===== src/rtl/prom_pkg.sv =====
package prom_pkg;

  // Whole clock cycles covering t_ps, plus one margin cycle for synchronisation
  function automatic int unsigned wait_cycles(input int unsigned t_ps,
                                              input int unsigned clk_ps);
    return (t_ps + clk_ps - 1) / clk_ps + 1;
  endfunction

  function automatic int unsigned max_u(input int unsigned a, input int unsigned b);
    return (a > b) ? a : b;
  endfunction

  typedef enum logic [0:0] {
    RD_IDLE = 1'b0,
    RD_WAIT = 1'b1
  } rd_state_e;

endpackage


===== src/rtl/prom_down_counter.sv =====
module prom_down_counter #(
  parameter int unsigned W = 4
) (
  input  logic         clk,
  input  logic         rst,
  input  logic         load,
  input  logic [W-1:0] load_val,
  input  logic         dec,
  output logic         is_one
);

  logic [W-1:0] count;

  always_ff @(posedge clk) begin
    if (rst) begin
      count <= '0;
    end else if (load) begin
      count <= load_val;
    end else if (dec && (count != '0)) begin
      count <= count - 1'b1;
    end
  end

  assign is_one = (count == W'(1));

endmodule


===== src/rtl/prom_page_tracker.sv =====
module prom_page_tracker #(
  parameter int unsigned TAG_W = 17
) (
  input  logic             clk,
  input  logic             rst,
  input  logic [TAG_W-1:0] lookup_tag,
  input  logic             lookup_byte,
  input  logic             fill,
  input  logic [TAG_W-1:0] fill_tag,
  input  logic             fill_byte,
  input  logic             flush,
  output logic             hit
);

  logic             open_q;
  logic [TAG_W-1:0] tag_q;
  logic             byte_q;

  always_ff @(posedge clk) begin
    if (rst) begin
      open_q <= 1'b0;
      tag_q  <= '0;
      byte_q <= 1'b0;
    end else if (flush) begin
      open_q <= 1'b0;
    end else if (fill) begin
      open_q <= 1'b1;
      tag_q  <= fill_tag;
      byte_q <= fill_byte;
    end
  end

  assign hit = open_q && (tag_q == lookup_tag) && (byte_q == lookup_byte);

endmodule


===== src/rtl/prom_page_reader.sv =====
module prom_page_reader #(
  parameter int unsigned CLK_PS     = 10000,
  parameter int unsigned T_RAND_PS  = 100000,
  parameter int unsigned T_PAGE_PS  = 30000,
  parameter int unsigned T_OE_PS    = 30000,
  parameter int unsigned T_FLOAT_PS = 20000,
  parameter int unsigned IDLE_CYC   = 8,
  parameter int unsigned WADDR_W    = 20,
  parameter int unsigned PAGE_W     = 3,
  parameter int unsigned DATA_W     = 16
) (
  input  logic               clk,
  input  logic               rst,
  input  logic               req_valid,
  output logic               req_ready,
  input  logic [WADDR_W:0]   req_addr,
  input  logic               req_byte,
  output logic               rsp_valid,
  output logic [DATA_W-1:0]  rsp_data,
  output logic [WADDR_W-1:0] rom_addr,
  output logic               rom_addr_lsb,
  output logic               rom_ce_n,
  output logic               rom_oe_n,
  output logic               rom_word_sel,
  input  logic [DATA_W-1:0]  rom_dq,
  output logic               rom_bus_free
);

  import prom_pkg::*;

  localparam int unsigned BYTE_W     = 8;
  localparam int unsigned LANES      = DATA_W / BYTE_W;
  localparam int unsigned TAG_W      = WADDR_W - PAGE_W;
  localparam int unsigned RAND_WAIT  = wait_cycles(T_RAND_PS, CLK_PS);
  localparam int unsigned PAGE_WAIT  = wait_cycles(T_PAGE_PS, CLK_PS);
  localparam int unsigned OE_WAIT    = wait_cycles(T_OE_PS, CLK_PS);
  localparam int unsigned HIT_WAIT   = max_u(PAGE_WAIT, OE_WAIT);
  localparam int unsigned FLOAT_WAIT = wait_cycles(T_FLOAT_PS, CLK_PS);
  localparam int unsigned ACC_W      = $clog2(max_u(RAND_WAIT, HIT_WAIT) + 1);
  localparam int unsigned IDLE_W     = $clog2(IDLE_CYC + 1);
  localparam int unsigned FLT_W      = $clog2(FLOAT_WAIT + 1);

  rd_state_e state_q;

  logic               ready_q;
  logic               rsp_valid_q;
  logic [DATA_W-1:0]  rsp_data_q;
  logic [WADDR_W-1:0] addr_q;
  logic               lsb_q;
  logic               ce_n_q;
  logic               oe_n_q;
  logic               word_sel_q;
  logic               bus_free_q;

  logic               accept;
  logic               capture;
  logic               go_standby;
  logic               page_hit;
  logic [WADDR_W-1:0] req_waddr;
  logic [TAG_W-1:0]   req_tag;
  logic               acc_last;
  logic               idle_last;
  logic               flt_last;
  logic [ACC_W-1:0]   acc_load;
  logic [DATA_W-1:0]  cap_data;

  // Request decode: word address and page tag for either width
  assign req_waddr = req_byte ? req_addr[WADDR_W:1] : req_addr[WADDR_W-1:0];
  assign req_tag   = req_waddr[WADDR_W-1:PAGE_W];

  assign accept     = ready_q && req_valid;
  assign capture    = (state_q == RD_WAIT) && acc_last;
  assign go_standby = (state_q == RD_IDLE) && !ce_n_q && !accept && idle_last;
  assign acc_load   = page_hit ? ACC_W'(HIT_WAIT) : ACC_W'(RAND_WAIT);

  prom_page_tracker #(
    .TAG_W (TAG_W)
  ) u_page (
    .clk         (clk),
    .rst         (rst),
    .lookup_tag  (req_tag),
    .lookup_byte (req_byte),
    .fill        (capture),
    .fill_tag    (addr_q[WADDR_W-1:PAGE_W]),
    .fill_byte   (!word_sel_q),
    .flush       (go_standby),
    .hit         (page_hit)
  );

  // Access timer: address and enables held for the loaded number of edges
  prom_down_counter #(
    .W (ACC_W)
  ) u_acc_cnt (
    .clk      (clk),
    .rst      (rst),
    .load     (accept),
    .load_val (acc_load),
    .dec      (state_q == RD_WAIT),
    .is_one   (acc_last)
  );

  // Idle timer: counts quiet cycles with the chip enabled
  prom_down_counter #(
    .W (IDLE_W)
  ) u_idle_cnt (
    .clk      (clk),
    .rst      (rst),
    .load     (capture),
    .load_val (IDLE_W'(IDLE_CYC)),
    .dec      ((state_q == RD_IDLE) && !ce_n_q && !accept),
    .is_one   (idle_last)
  );

  // Float timer: data pins released after output enable rises
  prom_down_counter #(
    .W (FLT_W)
  ) u_flt_cnt (
    .clk      (clk),
    .rst      (rst),
    .load     (capture),
    .load_val (FLT_W'(FLOAT_WAIT)),
    .dec      (1'b1),
    .is_one   (flt_last)
  );

  // Lane selection: byte mode keeps only the lowest lane
  for (genvar g = 0; g < LANES; g++) begin : g_lane
    if (g == 0) begin : g_low
      assign cap_data[g*BYTE_W +: BYTE_W] = rom_dq[g*BYTE_W +: BYTE_W];
    end else begin : g_high
      assign cap_data[g*BYTE_W +: BYTE_W] =
        word_sel_q ? rom_dq[g*BYTE_W +: BYTE_W] : '0;
    end
  end

  always_ff @(posedge clk) begin
    if (rst) begin
      state_q     <= RD_IDLE;
      ready_q     <= 1'b1;
      rsp_valid_q <= 1'b0;
      rsp_data_q  <= '0;
      addr_q      <= '0;
      lsb_q       <= 1'b0;
      ce_n_q      <= 1'b1;
      oe_n_q      <= 1'b1;
      word_sel_q  <= 1'b1;
      bus_free_q  <= 1'b1;
    end else begin
      rsp_valid_q <= 1'b0;
      unique case (state_q)
        RD_IDLE: begin
          if (accept) begin
            state_q    <= RD_WAIT;
            ready_q    <= 1'b0;
            addr_q     <= req_waddr;
            lsb_q      <= req_byte & req_addr[0];
            word_sel_q <= !req_byte;
            ce_n_q     <= 1'b0;
            oe_n_q     <= 1'b0;
            bus_free_q <= 1'b0;
          end else begin
            if (go_standby) begin
              ce_n_q <= 1'b1;
            end
            if (flt_last) begin
              bus_free_q <= 1'b1;
            end
          end
        end
        RD_WAIT: begin
          if (capture) begin
            state_q     <= RD_IDLE;
            ready_q     <= 1'b1;
            rsp_valid_q <= 1'b1;
            rsp_data_q  <= cap_data;
            oe_n_q      <= 1'b1;
          end
        end
        default: state_q <= RD_IDLE;
      endcase
    end
  end

  assign req_ready    = ready_q;
  assign rsp_valid    = rsp_valid_q;
  assign rsp_data     = rsp_data_q;
  assign rom_addr     = addr_q;
  assign rom_addr_lsb = lsb_q;
  assign rom_ce_n     = ce_n_q;
  assign rom_oe_n     = oe_n_q;
  assign rom_word_sel = word_sel_q;
  assign rom_bus_free = bus_free_q;

endmodule


===== config.mk =====
export PLATFORM = sky130hd
export DESIGN_NAME = prom_page_reader
export DESIGN_NICKNAME = d
export VERILOG_FILES = /design/src/rtl/prom_pkg.sv /design/src/rtl/prom_down_counter.sv /design/src/rtl/prom_page_tracker.sv /design/src/rtl/prom_page_reader.sv
export SDC_FILE = /design/constraint.sdc
export NUM_CORES = 1
export LEC_CHECK = 0
export BUFFER_PORTS_ARGS = -buffer_cell sky130_fd_sc_hd__buf_2
export CAP_MARGIN = 20
export CELL_PAD_IN_SITES_DETAIL_PLACEMENT = 1
export CELL_PAD_IN_SITES_GLOBAL_PLACEMENT = 1
export CORE_ASPECT_RATIO = 1.4
export CORE_MARGIN = 2
export CORE_UTILIZATION = 39
export DETAILED_ROUTE_END_ITERATION = 6
export PLACE_DENSITY = 0.82
export SETUP_SLACK_MARGIN = 0.4
export SLEW_MARGIN = 5
export SYNTH_ARGS = -nofsm -noshare
export SYNTH_HDL_FRONTEND = slang
export SYNTH_HIERARCHICAL = 1
export SYNTH_SLANG_ARGS = --single-unit

===== constraint.sdc =====
create_clock -name clk -period 2.82 [get_ports clk]
set_clock_uncertainty 0.1 [all_clocks]
set_input_delay 0.423 -clock clk [delete_from_list [all_inputs] [get_ports clk]]
set_output_delay 0.423 -clock clk [all_outputs]
set_load 0.005 [all_outputs]

==> results by group <==
Status
  – Status: finished clean

Die
  – Die X-Extent: approximately 82 um
  – Core ar.: between 8000 and 9000 um^2
  – Die Height: approximately 110 um
  – Placement Rows: 40
  – Starting density of the core: roughly two fifths
  – Die ar.: between 9000 and 10000 um^2
  – Ports: 84

CTS
  – Worst-skew pair later-pin latency: 0.33 ns
  – Num CTS Buffers: 9
  – CTS tree: done
  – Clk slew on worst S/H paths: approximately 0.060 ns
  – Post-CTS Hold Buffers: 0
  – H-tree depth: 3
  – Clk sinks: 72
  – Root Buffer: clkbuf_16
  – Clk buf depth: 2

Min path
  – Worst hold path depth: 3
  – Hold Path Class: input port to flip-flop
  – Hold EP: rsp_data[3]
  – Min-Delay Startpoint: rom_dq[3]

Detailed routing
  – Post-route ant nets: 0
  – Initial DRT Pass Iterations: 4
  – Average wire per standard cell: approximately 18 um
  – Final WL: about 11000 um
  – # DRC: 0
  – Vias: between 3k and 4k
  – Iteration-0 DRC Markers: between 90 and 100
  – DR vias/cell: about 5.3

Synthesis
  – Multiplexer area fraction after synthesis: a little under an eighth
  – Synth Area in Compound Gates: around an eighth
  – Most used DFF post-synth: dfxtp_1
  – Synth unique cells: 46
  – Yosys reg bits: 72
  – Post-Synth XOR/XNOR Area: roughly 5%
  – Simple-gate share of the synthesized area: roughly a fifth
  – Post-Syn Area: roughly 3300 um^2
  – Sequential fraction of the synthesis area: roughly 43%
  – Post-synth EDFFs: 0
  – Synth warnings: 6
  – Synth Area per Inst: just under 9 um^2
  – Largest family of logic cells by synthesized area: simple AND/OR/NAND/NOR gates
  – Post-Synthesis Cells: 379
  – Asr flop ratio synth: 0%
  – Adder-Cell Fraction of Synth Area: between 2 and 2.5%

Worst setup path
  – Worst Reg-to-Reg Cells: 9
  – Crit Path Class: input port to flip-flop
  – Worst reg2reg startpoint: u_page/tag_q[15]
  – R2r setup slk: 0.47 ns
  – Required time of the critical path: 2.94 ns
  – Crit path launch type: input port
  – Critical-path maximum fanout: 5
  – Crit end category: flip-flop
  – Critical Path AT: about 2.7 ns
  – FF-to-FF End: u_acc_cnt/count[1]

Timing
  – Fmax: approximately 0.39 GHz
  – Fin. Hold Viols: 0
  – Setup violations, final: 0
  – Tightest Pin Transition: around 0.72 ns
  – Hold WS: ~0.22 ns
  – Tcrit/Tclk final: between 90% and 100%
  – RSZ-0062 raised after global routing: true
  – Max-slew violations: 0
  – Max transition margin: just over 50%
  – Fin crit period: 2.57 ns

Global route
  – Pin count of the biggest net entering global routing: 38
  – Tot GR Track Use: a little under a quarter
  – First-pass GRT wire length: between 15000 and 20000 um
  – Vias in the first global route: ~3.3k
  – Initial antenna violation count: 0
  – GRT overflow: 0

Power and ir drop
  – P_sw: about 0.73 mW
  – PD cells: around 600 nW/um^2
  – Power, Total: 2.72 mW
  – Comb pwr share: 16.2%
  – Switching Fraction: roughly a quarter
  – Clock share of power: a little over two fifths
  – Worst VDD drop: between 0.3 and 0.4 mV
  – Pleak: between 1.5 and 2 nW
  – Reg power frac: 41.3%
  – Internal: about 2 mW

Placement
  – PortBufs: 83
  – Post-DP HPWL: between 6000 and 7000 um
  – GP Congestion: between 0.7 and 0.8

Layout
  – Antenna cells: 0
  – Commonest non-fill, non-tap cell in the layout: buf_2
  – Layout area overhead: 34.1%
  – Commonest non-fill, non-tap cells in the layout: buf_2, dfxtp_1, nand2_1, a21oi_1, nor2_1
  – Nets: about 520
  – Share of post-route cells with drive strength above 1: between 30% and 40%

Flow run
  – MaxCap Viol Count: 0
[power by group through the flow]
stage	registers [mW]	clock network, mW	logic (mW)
detailed placement	1.14	0	0.402
CTS	1.12	1.18	0.429
global placement	1.14	0	0.385
global route	1.13	1.23	0.486
finish	1.12	1.16	0.442
floorplan	1.13	0	0.273
[kinds of logic after synthesis]
family	after synthesis
buffers and inverters	36
DFF	72
adders and majority gates	6
and+or+nand+nor	148
other	2
muxes	37
xor gates and xnor gates	19
AOI/OAI and AO/OA	59
[worst max-delay path by stage]
stage,startpoint,endpoint,slack (ns)
floorplan,req_byte,u_acc_cnt/count[0],0.28
global placement,req_byte,u_acc_cnt/count[0],-0.05
finish,req_byte,u_acc_cnt/count[1],0.25
detailed placement,req_byte,u_acc_cnt/count[0],-0.16
global route,req_byte,u_acc_cnt/count[1],0.21
CTS,req_byte,u_acc_cnt/count[0],0.36
[final cells by class]
type / instances / area, um^2
Clock buffer: 12 / 246
Clock inverter: 4 / 53.8
Fill cell: 987 / 3980
Inverter: 14 / 58.8
Multi-Input combinational cell: 277 / 1920
Sequential cell: 72 / 1440
Tap cell: 105 / 131
Timing Repair Buffer: 103 / 632
[worst max-delay path, stage by stage]
cell and delay, ns:
buf_12 0.12, buf_12 0.13, mux2_4 0.32, xnor2_2 0.18, nand4_1 0.15, or4_4 0.52
nor4_4 0.28, inv_2 0.09, buf_6 0.13, nand2_2 0.04, nor2_1 0.04, a311o_1 0.26
[synthesized netlist by cell type, types with 2 or more instances]
master      n  area share, %
nor3_1     12            1.8
or3_1       2           0.37
xor2_1      3           0.79
inv_1      13            1.5
o21ai_0     2           0.30
mux2i_1    20            6.0
buf_1       2           0.22
mux2_2     17            5.7
a2111oi_2   4            1.8
xnor2_1    16            4.2
dfxtp_1    72             43
and4_1      2           0.52
nor3b_1     2           0.45
or3b_4      2           0.67
a211oi_2    2           0.75
and4b_1     2           0.60
conb_1      2           0.22
nand3_1     9            1.3
a311o_1     2           0.60
nor2b_1     5           0.94
nand4_1     4           0.75
and3_1      2           0.37
a211oi_1    4           0.90
nand2_1    68            7.6
nand2b_1    2           0.37
nor2_1     28            3.1
ha_1        6            2.2
clkbuf_1   11            1.2
a2111oi_0   2           0.52
buf_2       6           0.90
and2_1      2           0.37
a311oi_1    2           0.52
a21oi_1    38            5.7
[state kept, by name (all words and copies together), names as in the netlist, 2 cells and up]
register	count
rom_addr	20
u_page/tag_q	17
rsp_data	16
u_acc_cnt/count	4
u_idle_cnt/count	4
u_flt_cnt/count	2
[per-stage QoR]
stage	worst slack, ns	instances	area (um^2)	TNS (ns)	utilization, %
final	0.247	587	4480	0	53.0
after global routing	0.212	587	4480	0	53.0
after CTS	0.355	585	4400	0	52.0
after detailed placement	-0.160	565	3960	-0.257	46.8
after global placement	-0.0503	565	3960	-0.0503	46.8
after floorplan	0.284	385	3430	0	-
[layer usage]
| layer | GRT usage, % | vias up | part of all wire [%] | wire [um] |
|---|---|---|---|---|
| met3 | 5.78 | 28 | 5.1 | 536 |
| met5 | 0 | - | 0 | 0 |
| met2 | 39.8 | 96 | 54 | 5700 |
| li1 | - | 1493 | - | - |
| met4 | 12.1 | 0 | 3.1 | 327 |
| met1 | 24.6 | 1488 | 38 | 3970 |
[timing repair]
| action | CTS | global route |
|---|---|---|
| gates cloned | 1 | 0 |
| setup buffers | 3 | 2 |
| pin swaps | 6 | 10 |
| setup endpoints to repair | 4 | 6 |
| gates resized for setup | 18 | 15 |
Note: power is estimated with default switching activity, not from simulation.
